--- config.mk ---
export PLATFORM = sky130hd
export DESIGN_NAME = host_irq_status
export DESIGN_NICKNAME = d
export VERILOG_FILES = /design/src/rtl/hisc_pkg.sv /design/src/rtl/hisc_ctrl.sv /design/src/rtl/hisc_datapath.sv /design/src/rtl/host_irq_status.sv
export SDC_FILE = /design/constraint.sdc
export NUM_CORES = 1
export LEC_CHECK = 0
export ABC_AREA = 1
export BUFFER_PORTS_ARGS = -buffer_cell sky130_fd_sc_hd__buf_2
export CAP_MARGIN = 20
export CORE_MARGIN = 3
export CORE_UTILIZATION = 45
export CTS_CLUSTER_SIZE = 25
export DETAILED_ROUTE_END_ITERATION = 8
export PLACE_DENSITY = 0.7
export SYNTH_ARGS = -nofsm -noshare
export SYNTH_HDL_FRONTEND = slang
export SYNTH_HIERARCHICAL = 1
export SYNTH_SLANG_ARGS = --single-unit
--- constraint.sdc ---
create_clock -name clk -period 3.8 [get_ports clk]
set_clock_uncertainty 0.15 [all_clocks]
set_input_delay 0.57 -clock clk [delete_from_list [all_inputs] [get_ports clk]]
set_output_delay 0.57 -clock clk [all_outputs]
set_load 0.05 [all_outputs]
--- src/rtl/hisc_pkg.sv ---
package hisc_pkg;
  localparam int OFF_MASK   = 0;
  localparam int OFF_MSET   = 1;
  localparam int OFF_MCLR   = 2;
  localparam int OFF_PEEK   = 3;
  localparam int OFF_RDCLR  = 4;
  localparam int OFF_ACK    = 5;

  typedef struct packed {
    logic maskWr;
    logic maskSet;
    logic maskClr;
    logic ackWr;
    logic corRd;
  } strobes_t;
endpackage

--- src/rtl/hisc_ctrl.sv ---
module hisc_ctrl
  import hisc_pkg::*;
#(
  parameter int ADDR_W = 4,
  parameter int NSRC   = 16
) (
  input  logic              clk,
  input  logic              rstN,
  input  logic [ADDR_W-1:0] addr,
  input  logic              wrEn,
  input  logic              rdEn,
  input  logic [NSRC-1:0]   maskQ,
  input  logic [NSRC-1:0]   pendQ,
  output strobes_t          strb,
  output logic [NSRC-1:0]   rdData
);
  logic hitMask, hitSet, hitClr, hitPeek, hitRdClr, hitAck;
  logic [NSRC-1:0] rdMux;

  assign hitMask  = (addr == ADDR_W'(OFF_MASK));
  assign hitSet   = (addr == ADDR_W'(OFF_MSET));
  assign hitClr   = (addr == ADDR_W'(OFF_MCLR));
  assign hitPeek  = (addr == ADDR_W'(OFF_PEEK));
  assign hitRdClr = (addr == ADDR_W'(OFF_RDCLR));
  assign hitAck   = (addr == ADDR_W'(OFF_ACK));

  always_comb begin
    strb.maskWr  = wrEn & hitMask;
    strb.maskSet = wrEn & hitSet;
    strb.maskClr = wrEn & hitClr;
    strb.ackWr   = wrEn & hitAck;
    strb.corRd   = rdEn & hitRdClr;
  end

  always_comb begin
    rdMux = '0;
    if (hitMask)              rdMux = maskQ;
    else if (hitPeek || hitRdClr) rdMux = pendQ;
  end

  always_ff @(posedge clk) begin
    if (!rstN)     rdData <= '0;
    else if (rdEn) rdData <= rdMux;
    else           rdData <= '0;
  end

  AST_ONE_STROBE: assert property (@(posedge clk) disable iff (!rstN)
    !(wrEn && rdEn) |-> $onehot0(strb));
  AST_IDLE_READ_ZERO: assert property (@(posedge clk) disable iff (!rstN)
    (!rdEn || hitSet || hitClr || hitAck) |=> rdData == '0);
endmodule

--- src/rtl/hisc_datapath.sv ---
module hisc_datapath
  import hisc_pkg::*;
#(
  parameter int NSRC = 16,
  parameter logic [NSRC-1:0] MASK_RST = NSRC'(1)
) (
  input  logic            clk,
  input  logic            rstN,
  input  strobes_t        strb,
  input  logic [NSRC-1:0] wrData,
  input  logic [NSRC-1:0] srcIn,
  output logic [NSRC-1:0] maskQ,
  output logic [NSRC-1:0] pendQ,
  output logic            hostIrq
);
  logic [NSRC-1:0] srcPrev;
  logic [NSRC-1:0] riseVec;
  logic [NSRC-1:0] clrVec;

  always_ff @(posedge clk) begin
    if (!rstN) srcPrev <= '0;
    else       srcPrev <= srcIn;
  end

  assign riseVec = srcIn & ~srcPrev;
  assign clrVec  = {NSRC{strb.corRd}} | (strb.ackWr ? wrData : '0);

  for (genvar i = 0; i < NSRC; i++) begin : g_pend
    always_ff @(posedge clk) begin
      if (!rstN)           pendQ[i] <= 1'b0;
      else if (riseVec[i]) pendQ[i] <= 1'b1;
      else if (clrVec[i])  pendQ[i] <= 1'b0;
    end
  end

  always_ff @(posedge clk) begin
    if (!rstN)             maskQ <= MASK_RST;
    else if (strb.maskWr)  maskQ <= wrData;
    else if (strb.maskSet) maskQ <= maskQ | wrData;
    else if (strb.maskClr) maskQ <= maskQ & ~wrData;
  end

  always_ff @(posedge clk) begin
    if (!rstN) hostIrq <= 1'b0;
    else       hostIrq <= |(pendQ & ~maskQ);
  end

  AST_EDGE_SETS: assert property (@(posedge clk) disable iff (!rstN)
    (riseVec != '0) |=> ((pendQ & $past(riseVec)) == $past(riseVec)));
  AST_STICKY: assert property (@(posedge clk) disable iff (!rstN)
    (!strb.corRd && !strb.ackWr) |=> ((pendQ & $past(pendQ)) == $past(pendQ)));
  AST_COR_EMPTIES: assert property (@(posedge clk) disable iff (!rstN)
    strb.corRd |=> ((pendQ & ~$past(riseVec)) == '0));
  AST_ACK_CLEARS: assert property (@(posedge clk) disable iff (!rstN)
    strb.ackWr |=> ((pendQ & $past(wrData) & ~$past(riseVec)) == '0));
  AST_MASK_SET: assert property (@(posedge clk) disable iff (!rstN)
    strb.maskSet |=> (maskQ == ($past(maskQ) | $past(wrData))));
  AST_MASK_CLR: assert property (@(posedge clk) disable iff (!rstN)
    strb.maskClr |=> (maskQ == ($past(maskQ) & ~$past(wrData))));
  AST_IRQ_QUIET: assert property (@(posedge clk) disable iff (!rstN)
    ((pendQ & ~maskQ) == '0) |=> !hostIrq);
endmodule

--- src/rtl/host_irq_status.sv ---
module host_irq_status
  import hisc_pkg::*;
#(
  parameter int ADDR_W = 4,
  parameter int NSRC   = 16,
  parameter logic [NSRC-1:0] MASK_RST = NSRC'(1)
) (
  input  logic              clk,
  input  logic              rstN,
  input  logic [ADDR_W-1:0] addr,
  input  logic              wrEn,
  input  logic [NSRC-1:0]   wrData,
  input  logic              rdEn,
  output logic [NSRC-1:0]   rdData,
  input  logic [NSRC-1:0]   srcIn,
  output logic              hostIrq
);
  strobes_t        strb;
  logic [NSRC-1:0] maskQ;
  logic [NSRC-1:0] pendQ;

  hisc_ctrl #(.ADDR_W(ADDR_W), .NSRC(NSRC)) u_ctrl (
    .clk(clk), .rstN(rstN), .addr(addr), .wrEn(wrEn), .rdEn(rdEn),
    .maskQ(maskQ), .pendQ(pendQ), .strb(strb), .rdData(rdData)
  );

  hisc_datapath #(.NSRC(NSRC), .MASK_RST(MASK_RST)) u_dp (
    .clk(clk), .rstN(rstN), .strb(strb), .wrData(wrData), .srcIn(srcIn),
    .maskQ(maskQ), .pendQ(pendQ), .hostIrq(hostIrq)
  );
endmodule

==> summary.md, run 1 <==
| Metric | Value |
|---|---|
| Drt initial violations | 121 |
| DRC | 0 |
| Minimum clock period | 2.24 ns |
| First-pass GRT wire length | 9490 um |
| Commonest non-fill, non-tap cells in the layout | nand2_1, dfxtp_1, buf_2, inv_1, a21oi_1 |
| Mapped Nets | between 300 and 400 |
| Vias in the first global route | 2,032 |
| GP Congestion | 0.827 |
| CP delay by family, top | simple AND/OR/NAND/NOR gates |
| Largest net degree at the start of global routing | 19 |
| Largest vdd supply drop | 0.237 mV |
| Root Buffer | clkbuf_8 |
| Area Growth Syn to Fin | 19.3% |
| Diodes inserted | 0 |
| Ys Warns | 6 |
| Syn Std Cell Area | 0.00278 sq mm |
| Slowest CP cell | nor2_4 |
| TritonRoute pass-1 iters | 5 |
| Fmax | ~450 MHz |
| Crit path capture type | flip-flop |
| Clock Latency Late Sink | around 0.33 ns |
| Dpl cells | 464 |
| Adder-Cell Fraction of Synth Area | 0 |
| Final Hold Fails | 0 |
| Most frequent cell on the critical path | nand2_1 |
| Final HPWL from detailed placement | ~4400 um |
| Min-delay worst type | reg -> reg |
| Mapped Cells | between 300 and 400 |
| Setup TNS Final | 0 ns |
| Post-Layout Cell Count | 478 |
| Crit path buf inv count | 3 |
| Max-cap violations | 0 |
| Setup Buffers After CTS | 0 |
| Power per cell area | 473 mW/mm^2 |
| Pins Over Slew Limit | 0 |
| Synth top area share | 0.468 |
| Status | completed |
| Slew @ Worst Pin | 0.705 ns |
| CTS clk-pin slew, worst paths | 0.06 ns |
| Slew HR | 0.529 |
| DIE HEIGHT | 84.6 um |
| Unrepaired setup endpoints after global routing | no |
| Sw frac | 0.224 |
| Power share of the combinational group | 0.090 |
| GR Util All Layers | 0.166 |
| Synth Area in Simple Gates | 0.301 |
| Port bufs | between 50 and 60 |
| Post-route ant nets | 0 |
| Crit start category | input pin |
| CP Max Fanout | 18 |
| Share of layout cells above drive strength 1 | 0.288 |
| Clock share of power | 0.436 |
| Num CTS Buffers | 9 |
| Wire length per cell | 12.3 um |
| Cell Chain, Critical Path | buf_2 -> nor2_4 -> inv_1 -> nor4_2 -> buf_4 -> nor2_2 -> nand2_1 -> o21ai_0 -> nand2_1 -> a21oi_1 |
| Post-synthesis cell type count | 27 |
| Yosys top cell by area | dfxtp_1 |
| Row Count | 28 |
| Width of the die | roughly 85 um |
| WS Path Type | in -> reg |
| Seq pwr share | 0.474 |
| H-tree depth | 3 |
| DIE AREA | 0.00716 sq mm |
| Xor-xnor portion of the synthesized cell area | 0 |
| Compound-gate portion of the synthesized area | 0.143 |
| Leakage | 1.46 nW |
| Starting Density | 0.467 |
| Core Area | 0.00596 sq mm |
| Commonest non-fill, non-tap cell in the layout | nand2_1 |
| Total number of vias | 2,307 |
| Routed wire length | a little under 6000 um |
| Clock buffer depth | 2 |
| Post-CTS Resized | 0 |
| Remaining global-route overflow | 0 |
| Critical Path Max Stage Delay | between 0.3 and 0.4 ns |
| Seq cells post-synth | 65 |
| CTS tree | done |
| Psw | roughly 0.35 mW |
| Final period utilization | 0.591 |
| Largest family of logic cells by synthesized area | simple AND/OR/NAND/NOR gates |
| Initial antenna violation count | 0 |
| CTS hold repair buffers | 0 |
| Int Pwr | 1.22 mW |
| Post-Syn Area per Cell | approximately 8 sq um |
| Ports | between 50 and 60 |
| Final nets | 440 |
| Final setup viols | 0 |
| Clock sink total | 65 |
| Req. time, crit path | 3.87 ns |
| Synth area leaders | dfxtp_1, nand2_1, nand3b_4, inv_1, a21oi_1 |
| Crit path DAT | 2.31 ns |
| Post-synthesis mux area share | 0 |
| DR vias/cell | 4.83 |
| Sequential element share of the synthesized area | 0.468 |
==> routing by layer <==
layer / global-route usage / routed length (um) / vias up
li1: - / - / 1201
met1: 0.232 / 2840 / 1025
met2: 0.240 / 2590 / 69
met3: 0.0343 / 307 / 12
met4: 0.0906 / 154 / 0
met5: 0 / 0 / -
==> power groups by stage <==
| stage | combinational (mW) | clock [mW] | sequential (mW) |
|---|---|---|---|
| after floorplan | 0.0916 | 0 | 0.758 |
| after global placement | 0.138 | 0 | 0.758 |
| after detailed placement | 0.141 | 0 | 0.759 |
| after CTS | 0.141 | 0.701 | 0.743 |
| after global routing | 0.158 | 0.724 | 0.747 |
| final | 0.141 | 0.684 | 0.744 |
==> cell type report <==
| type | count | area (sq um) |
|---|---|---|
| Timing Repair Buffer | 58 | 295 |
| Inverter | 41 | 156 |
| Tap cell | 75 | 93.8 |
| Clock buffer | 11 | 141 |
| Fill cell | 583 | 2640 |
| Multi-Input combinational cell | 225 | 1240 |
| Clock inverter | 3 | 90.1 |
| Sequential cell | 65 | 1300 |
==> final timing paths <==
check             startpoint             to  slack, ns  depth (start not counted)
max                  addr[2]      flip-flop       1.56                         10
min          u_dp/srcPrev[4]  u_dp/pendQ[4]       0.26                          1
max reg2reg        flip-flop   u_dp/hostIrq       2.67                          7
min reg2reg  u_dp/srcPrev[4]  u_dp/pendQ[4]       0.26                          1
==> worst reg2reg max path, stage by stage, from the launching register on <==
cell and delay [ns]:
dfxtp_1 0.38, inv_1 0.06, nand2_1 0.06, nand2_1 0.08, nor2_1 0.09, nand2_1 0.05
nor2_1 0.10, nor2_1 0.05
==> Yosys cell counts (all sizes together) <==
cell,n
nand3b,14
nor2,13
dfxtp,65
nor3,1
a21oi,32
nor4,2
inv,41
o22ai,1
buf,9
or2,1
clkbuf,4
nand2,112
nand3,17
o21ai,32
==> cells by family after synthesis <==
| kind of cell | count (synthesis) |
|---|---|
| flip-flops | 65 |
| buffers and inverters | 54 |
| AND/OR/NAND/NOR | 160 |
| AO/OA/AOI/OAI | 65 |
==> metrics by stage <==
stage	instance area, sq um	power [mW]	util	worst slack [ns]	hold slack (ns)
3_3_place_gp	3090	0.896	0.519	1.35	0.252
6_report	3320	1.57	0.558	1.56	0.264
2_1_floorplan	2780	0.849	-	1.55	0.249
3_5_place_dp	3090	0.900	0.519	1.27	0.260
5_1_grt	3320	1.63	0.558	1.42	0.277
4_1_cts	3320	1.59	0.558	1.63	0.266
Note: power is estimated with default switching activity, not from simulation.
==> run 2: changes to the inputs <==
==> constraint.sdc (replaced) <==
create_clock -name clk -period 2.2 [get_ports clk]
set_clock_uncertainty 0.15 [all_clocks]
set_input_delay 0.33 -clock clk [delete_from_list [all_inputs] [get_ports clk]]
set_output_delay 0.33 -clock clk [all_outputs]
set_load 0.05 [all_outputs]
==> run 2 against run 1 <==
  * Sequential share of layout area fell by 0.13 points
  * Global-route usage rose by 0.66 points
  * First-iteration DRC count rose by 91%
  * Clock-buffer cell count did not move
  * Critical path depth fell by 1
  * Worst setup slack got worse by 0.93 ns
  * Flip-flop and latch count did not move
  * Via count rose by 0.69%
  * Utilization rose by 0.19 points
  * Wire length fell by 2.0%
  * Die area did not move
  * Clock power rose by 61%
  * Critical path type unchanged
  * Largest power group unchanged
==> summary.md, run 2 (synthesis results as in run 1) <==
| Metric | Value |
|---|---|
| Int Pwr | 2.00 mW (+64%) |
| Final period utilization | 0.717 |
| Slew HR | 0.668 (+0.139) |
| Clock sink total | 65 (unchanged) |
| Power share of the combinational group | 0.094 (+0.004) |
| Vias in the first global route | 2,119 (+4.3%) |
| Share of layout cells above drive strength 1 | 0.297 (+0.00873) |
| Crit start category | input pin |
| Slew @ Worst Pin | 0.497 ns (-0.208 ns) |
| First-pass GRT wire length | 9840 um (+3.6%) |
| Final core utilization | 0.559 (+0.00189) |
| Setup TNS Final | 0 ns (unchanged) |
| Dpl cells | 467 (+0.65%) |
| Num CTS Buffers | 9 (unchanged) |
| Diodes inserted | 0 (unchanged) |
| Initial antenna violation count | 0 (unchanged) |
| Final Hold Fails | 0 (unchanged) |
| Max-cap violations | 0 (unchanged) |
| Clock share of power | 0.418 (-0.018) |
| Total number of vias | 2,323 (+0.69%) |
| Final Cell Area | 0.00333 sq mm (+0.34%) |
| Post-CTS Resized | 0 (unchanged) |
| Largest vdd supply drop | 0.517 mV (+120%) |
| WS Path Type | in -> reg |
| Power per cell area | 790 mW/mm^2 (+67%) |
| Fmax | ~630 MHz |
| CTS tree | done |
| Placement Cell Area | 0.00311 sq mm (+0.73%) |
| Clock buffer depth | 2 (unchanged) |
| Wire length per cell | 12.0 um (-3.0%) |
| Critical Path Max Stage Delay | 0.35 ns (about the same) |
| Req. time, crit path | 2.27 ns (-1.60 ns) |
| Row Count | 28 (unchanged) |
| Fillers | 552 (-5.3%) |
| Remaining global-route overflow | 0 (unchanged) |
| GR Util All Layers | 0.173 (+0.00663) |
| Post-route worst setup slack | 0.622 ns (-0.934 ns) |
| Port bufs | 56 (unchanged) |
| Most frequent cell on the critical path | nand2_1 |
| Sw frac | 0.240 (+0.0156) |
| Ports | 57 (unchanged) |
| Commonest non-fill, non-tap cell in the layout | nand2_1 |
| Largest net degree at the start of global routing | 19 (unchanged) |
| Starting Density | 0.467 (unchanged) |
| Clock Latency Late Sink | 0.33 ns (about the same) |
| DIE AREA | 0.00716 sq mm (unchanged) |
| Root Buffer | clkbuf_8 |
| CTS clk-pin slew, worst paths | 0.07 ns (about the same) |
| Final HPWL from detailed placement | 4340 um (-0.20%) |
| TritonRoute pass-1 iters | 4 (-1) |
| GP Congestion | 0.802 (-3.0%) |
| Commonest non-fill, non-tap cells in the layout | nand2_1, dfxtp_1, buf_2, inv_1, a21oi_1 |
| H-tree depth | 3 (unchanged) |
| Min-delay worst type | in -> reg |
| DR vias/cell | 4.81 (-0.35%) |
| Crit path DAT | 1.65 ns (-0.66 ns) |
| Core Area | 0.00596 sq mm (unchanged) |
| DIE HEIGHT | 84.6 um (unchanged) |
| Unrepaired setup endpoints after global routing | no |
| Slowest CP cell | nand2_1 |
| Cell Chain, Critical Path | buf_2 -> nor2_4 -> inv_1 -> nor4_2 -> nor2_2 -> nand2_1 -> o21ai_0 -> nand2_1 -> a21oi_1 |
| Area Growth Syn to Fin | 19.7% |
| Minimum clock period | between 1.5 and 2 ns |
| Final setup viols | 0 (unchanged) |
| Routed wire length | 5770 um (-2.0%) |
| Final nets | 443 (+0.68%) |
| CTS hold repair buffers | 0 (unchanged) |
| CP Max Fanout | 16 (-2) |
| CP delay by family, top | simple AND/OR/NAND/NOR gates |
| Crit path capture type | flip-flop |
| Post-route ant nets | 0 (unchanged) |
| DRC | 0 (unchanged) |
| Worst slack at placement | 0.311 ns (-0.962 ns) |
| Seq pwr share | 0.488 (+0.014) |
| Setup Buffers After CTS | 0 (unchanged) |
| Status | completed |
| Leakage | 1.48 nW (+0.86%) |
| Drt initial violations | 231 (+91%) |
| Crit path buf inv count | 2 (-1) |
| Pins Over Slew Limit | 0 (unchanged) |
| Width of the die | 84.6 um (unchanged) |
| Post-Layout Cell Count | 483 (+1.0%) |
| Psw | 0.632 mW (+79%) |
-- run 2: changes by cell type in the layout (fill, tap and decap cells not counted), sizes merged --
| cell | delta |
|---|---|
| clkinv | +3 |
| buf | +3 |
| bufinv | -1 |
-- run 2: per-layer routing --
layer	wire length (um)	GRT usage
met3	396	0.0334
met1	2630	0.231
met2	2610	0.256
met4	136	0.108
met5	0	0
-- run 2: layout make-up --
type                            instances  area (sq um)  area share
Timing Repair Buffer                   61           318      0.0954
Inverter                               41           156      0.0469
Sequential cell                        65          1300       0.391
Clock inverter                          5          78.8      0.0237
Multi-Input combinational cell        225          1240       0.373
Clock buffer                           11           141      0.0424
Tap cell                               75          93.8      0.0282
-- run 2: tightest hold or removal path, stage by stage --
cell and delay (ns):
buf_2 0.07, nand2_1 0.05, inv_1 0.04
-- run 2: final timing paths --
kind | slack (ns) | cells past startpoint | endpoint | startpoint
max reg2reg | 1.09 | 7 | u_dp/hostIrq | flip-flop
min | 0.04 | 3 | u_dp/srcPrev[7] | srcIn[7]
max | 0.62 | 9 | flip-flop | addr[2]
min reg2reg | 0.26 | 1 | u_dp/pendQ[7] | u_dp/srcPrev[7]
-- run 2: through the flow --
stage | hold WS [ns] | total power, mW
2_1_floorplan | 0.249 | 1.47
3_3_place_gp | 0.253 | 1.55
3_5_place_dp | 0.255 | 1.56
4_1_cts | 0.0320 | 2.66
5_1_grt | 0.0470 | 2.75
6_report | 0.0449 | 2.63
-- run 2: power by group through the flow --
stage	Combinational [mW]	Clock (mW)	Sequential [mW]
2_1_floorplan	0.158	0	1.31
3_3_place_gp	0.241	0	1.31
3_5_place_dp	0.247	0	1.31
4_1_cts	0.249	1.13	1.28
5_1_grt	0.277	1.18	1.29
6_report	0.248	1.10	1.28
==> run 3: changes to the inputs <==
--- a/config.mk
+++ b/config.mk
@@ -12,7 +12,7 @@
 export CORE_UTILIZATION = 45
 export CTS_CLUSTER_SIZE = 25
 export DETAILED_ROUTE_END_ITERATION = 8
-export PLACE_DENSITY = 0.7
+export PLACE_DENSITY = 0.72
 export SYNTH_ARGS = -nofsm -noshare
 export SYNTH_HDL_FRONTEND = slang
 export SYNTH_HIERARCHICAL = 1
==> constraint.sdc (replaced) <==
create_clock -name clk -period 1.4 [get_ports clk]
set_clock_uncertainty 0.15 [all_clocks]
set_input_delay 0.21 -clock clk [delete_from_list [all_inputs] [get_ports clk]]
set_output_delay 0.21 -clock clk [all_outputs]
set_load 0.05 [all_outputs]
==> run 3 against run 2 <==
  * Largest power group unchanged
  * Flip-flop and latch count unchanged
  * Global-route usage grew 0.57 points
  * Die area unchanged
  * Critical path type is now reg -> out
  * Worst setup slack worse by 0.49 ns
==> summary.md, run 3 (synthesis results as in run 1) <==
| Metric | Value |
|---|---|
| Wire length per cell | 11.5 um (-3.6%) |
| Width of the die | 84.6 um (unchanged) |
| CTS tree | done |
| TritonRoute pass-1 iters | 4 (unchanged) |
| Max-cap violations | 0 (unchanged) |
| GP Congestion | 0.813 (+1.3%) |
| Vias in the first global route | 2,247 (+6.0%) |
| First-pass GRT wire length | 10,200 um (+3.3%) |
| Slowest CP cell | dfxtp_1 |
| Setup TNS Final | 0 ns (unchanged) |
| Clock share of power | 0.425 (+0.007) |
| DIE HEIGHT | 84.6 um (unchanged) |
| Slew HR | 0.817 (+0.149) |
| Minimum clock period | ~1.3 ns |
| Num CTS Buffers | 9 (unchanged) |
| Post-CTS Resized | 0 (unchanged) |
| DR vias/cell | 4.58 (-4.8%) |
| Int Pwr | 3.31 mW (+65%) |
| Final core utilization | 0.620 (+0.0609) |
| Cell Chain, Critical Path | buf_2 |
| Power per cell area | 1170 mW/mm^2 (+48%) |
| Remaining global-route overflow | 0 (unchanged) |
| Clock buffer depth | 2 (unchanged) |
| DRC | 0 (unchanged) |
| Status | completed |
| Root Buffer | clkbuf_8 |
| Fillers | 525 (-4.9%) |
| Final Hold Fails | 0 (unchanged) |
| Crit path buf inv count | 1 (-1) |
| Routed wire length | 5960 um (+3.2%) |
| Unrepaired setup endpoints after global routing | no |
| Crit path capture type | output port |
| CTS clk-pin slew, worst paths | 0.06 ns (about the same) |
| Final Total Pwr | 4.32 mW (+64%) |
| Core Area | 0.00596 sq mm (unchanged) |
| Leakage | 1.63 nW (+10%) |
| Largest vdd supply drop | 0.798 mV (+54%) |
| Final nets | 477 (+7.7%) |
| Diodes inserted | 0 (unchanged) |
| DIE AREA | 0.00716 sq mm (unchanged) |
| Clock Latency Late Sink | 0.34 ns (about the same) |
| H-tree depth | 3 (unchanged) |
| Clock sink total | 65 (unchanged) |
| Post-route ant nets | 0 (unchanged) |
| Crit path DAT | 0.90 ns (-0.75 ns) |
| Psw | 1.01 mW (+60%) |
| Drt initial violations | 167 (-28%) |
| Total number of vias | 2,367 (+1.9%) |
| Min-delay worst type | in -> reg |
| CP delay by family, top | flip-flops |
| Power share of the combinational group | 0.107 (+0.013) |
| Share of layout cells above drive strength 1 | 0.290 (-0.00698) |
| Final setup viols | 0 (unchanged) |
| Initial antenna violation count | 0 (unchanged) |
| Commonest non-fill, non-tap cells in the layout | nand2_1, dfxtp_1, buf_2, inv_1, dlygate4sd3_1 |
| Final HPWL from detailed placement | 4310 um (-0.64%) |
| Slew @ Worst Pin | 0.274 ns (-0.224 ns) |
| Largest net degree at the start of global routing | 18 (-1) |
| Fmax | between 700 and 800 MHz |
| Final period utilization | 0.902 |
| Req. time, crit path | 1.04 ns (-1.23 ns) |
| Ports | 57 (unchanged) |
| Seq pwr share | 0.467 (-0.021) |
| GR Util All Layers | 0.179 (+0.00569) |
| Area Growth Syn to Fin | 32.8% |
| Pins Over Slew Limit | 0 (unchanged) |
| Commonest non-fill, non-tap cell in the layout | nand2_1 |
| Sw frac | 0.234 (-0.00599) |
| Critical Path Max Stage Delay | 0.31 ns (-0.04 ns) |
| Port bufs | 56 (unchanged) |
| Crit start category | flip-flop |
| Starting Density | 0.467 (unchanged) |
| WS Path Type | reg -> out |
| Row Count | 28 (unchanged) |
| CP Max Fanout | 1 (-15) |
run 3: stage by stage:
stage | cell area (sq um) | hold slack, ns | cells | worst slack, ns
5_1_grt | 3690 | 0.0194 | 517 | 0.0106
4_1_cts | 3690 | 0.000579 | 517 | 0.116
6_report | 3690 | 0.0155 | 517 | 0.137
3_5_place_dp | 3150 | 0.258 | 470 | -0.143
2_1_floorplan | 2810 | 0.167 | 344 | -0.0616
3_3_place_gp | 3150 | 0.253 | 470 | -0.0910
run 3: what timing repair did:
item,4_1_cts,5_1_grt
endpoints found under the setup margin,0,0
hold buffers,31,0
buffers inserted,0,0
hold endpoints to repair,45,0
run 3: layout make-up:
type	instances	area (sq um)	area share
flip-flops and latches	65	1300	0.352
inverters	41	156	0.0423
well taps	75	93.8	0.0254
clock buffers	12	165	0.0447
clock inverters	4	73.8	0.0200
multi-input cells	225	1250	0.339
repair buffers	95	651	0.176
run 3: power by group through the flow:
stage | Combinational, mW | Clock (mW) | Sequential [mW]
floorplan | 0.254 | 0 | 2.06
finish | 0.463 | 1.84 | 2.02
global route | 0.517 | 1.95 | 2.03
CTS | 0.464 | 1.88 | 2.02
detailed placement | 0.397 | 0 | 2.06
global placement | 0.387 | 0 | 2.06
run 3: final timing paths:
kind | slack, ns | from | cells after the start | endpoint
worst min-delay path | 0.02 | wrData[15] | 3 | flip-flop
worst max register to register | 0.31 | u_dp/pendQ[10] | 6 | u_dp/hostIrq
worst max-delay path | 0.14 | u_dp/hostIrq | 1 | hostIrq
worst min register to register | 0.26 | u_dp/srcPrev[1] | 1 | u_dp/pendQ[1]
run 3: per-layer routing:
metal | vias up | track usage | share of wire
met5 | - | 0 | 0
met4 | 0 | 0.115 | 0.030
met3 | 17 | 0.0383 | 0.054
met2 | 64 | 0.270 | 0.45
met1 | 1002 | 0.230 | 0.46
li1 | 1284 | - | -
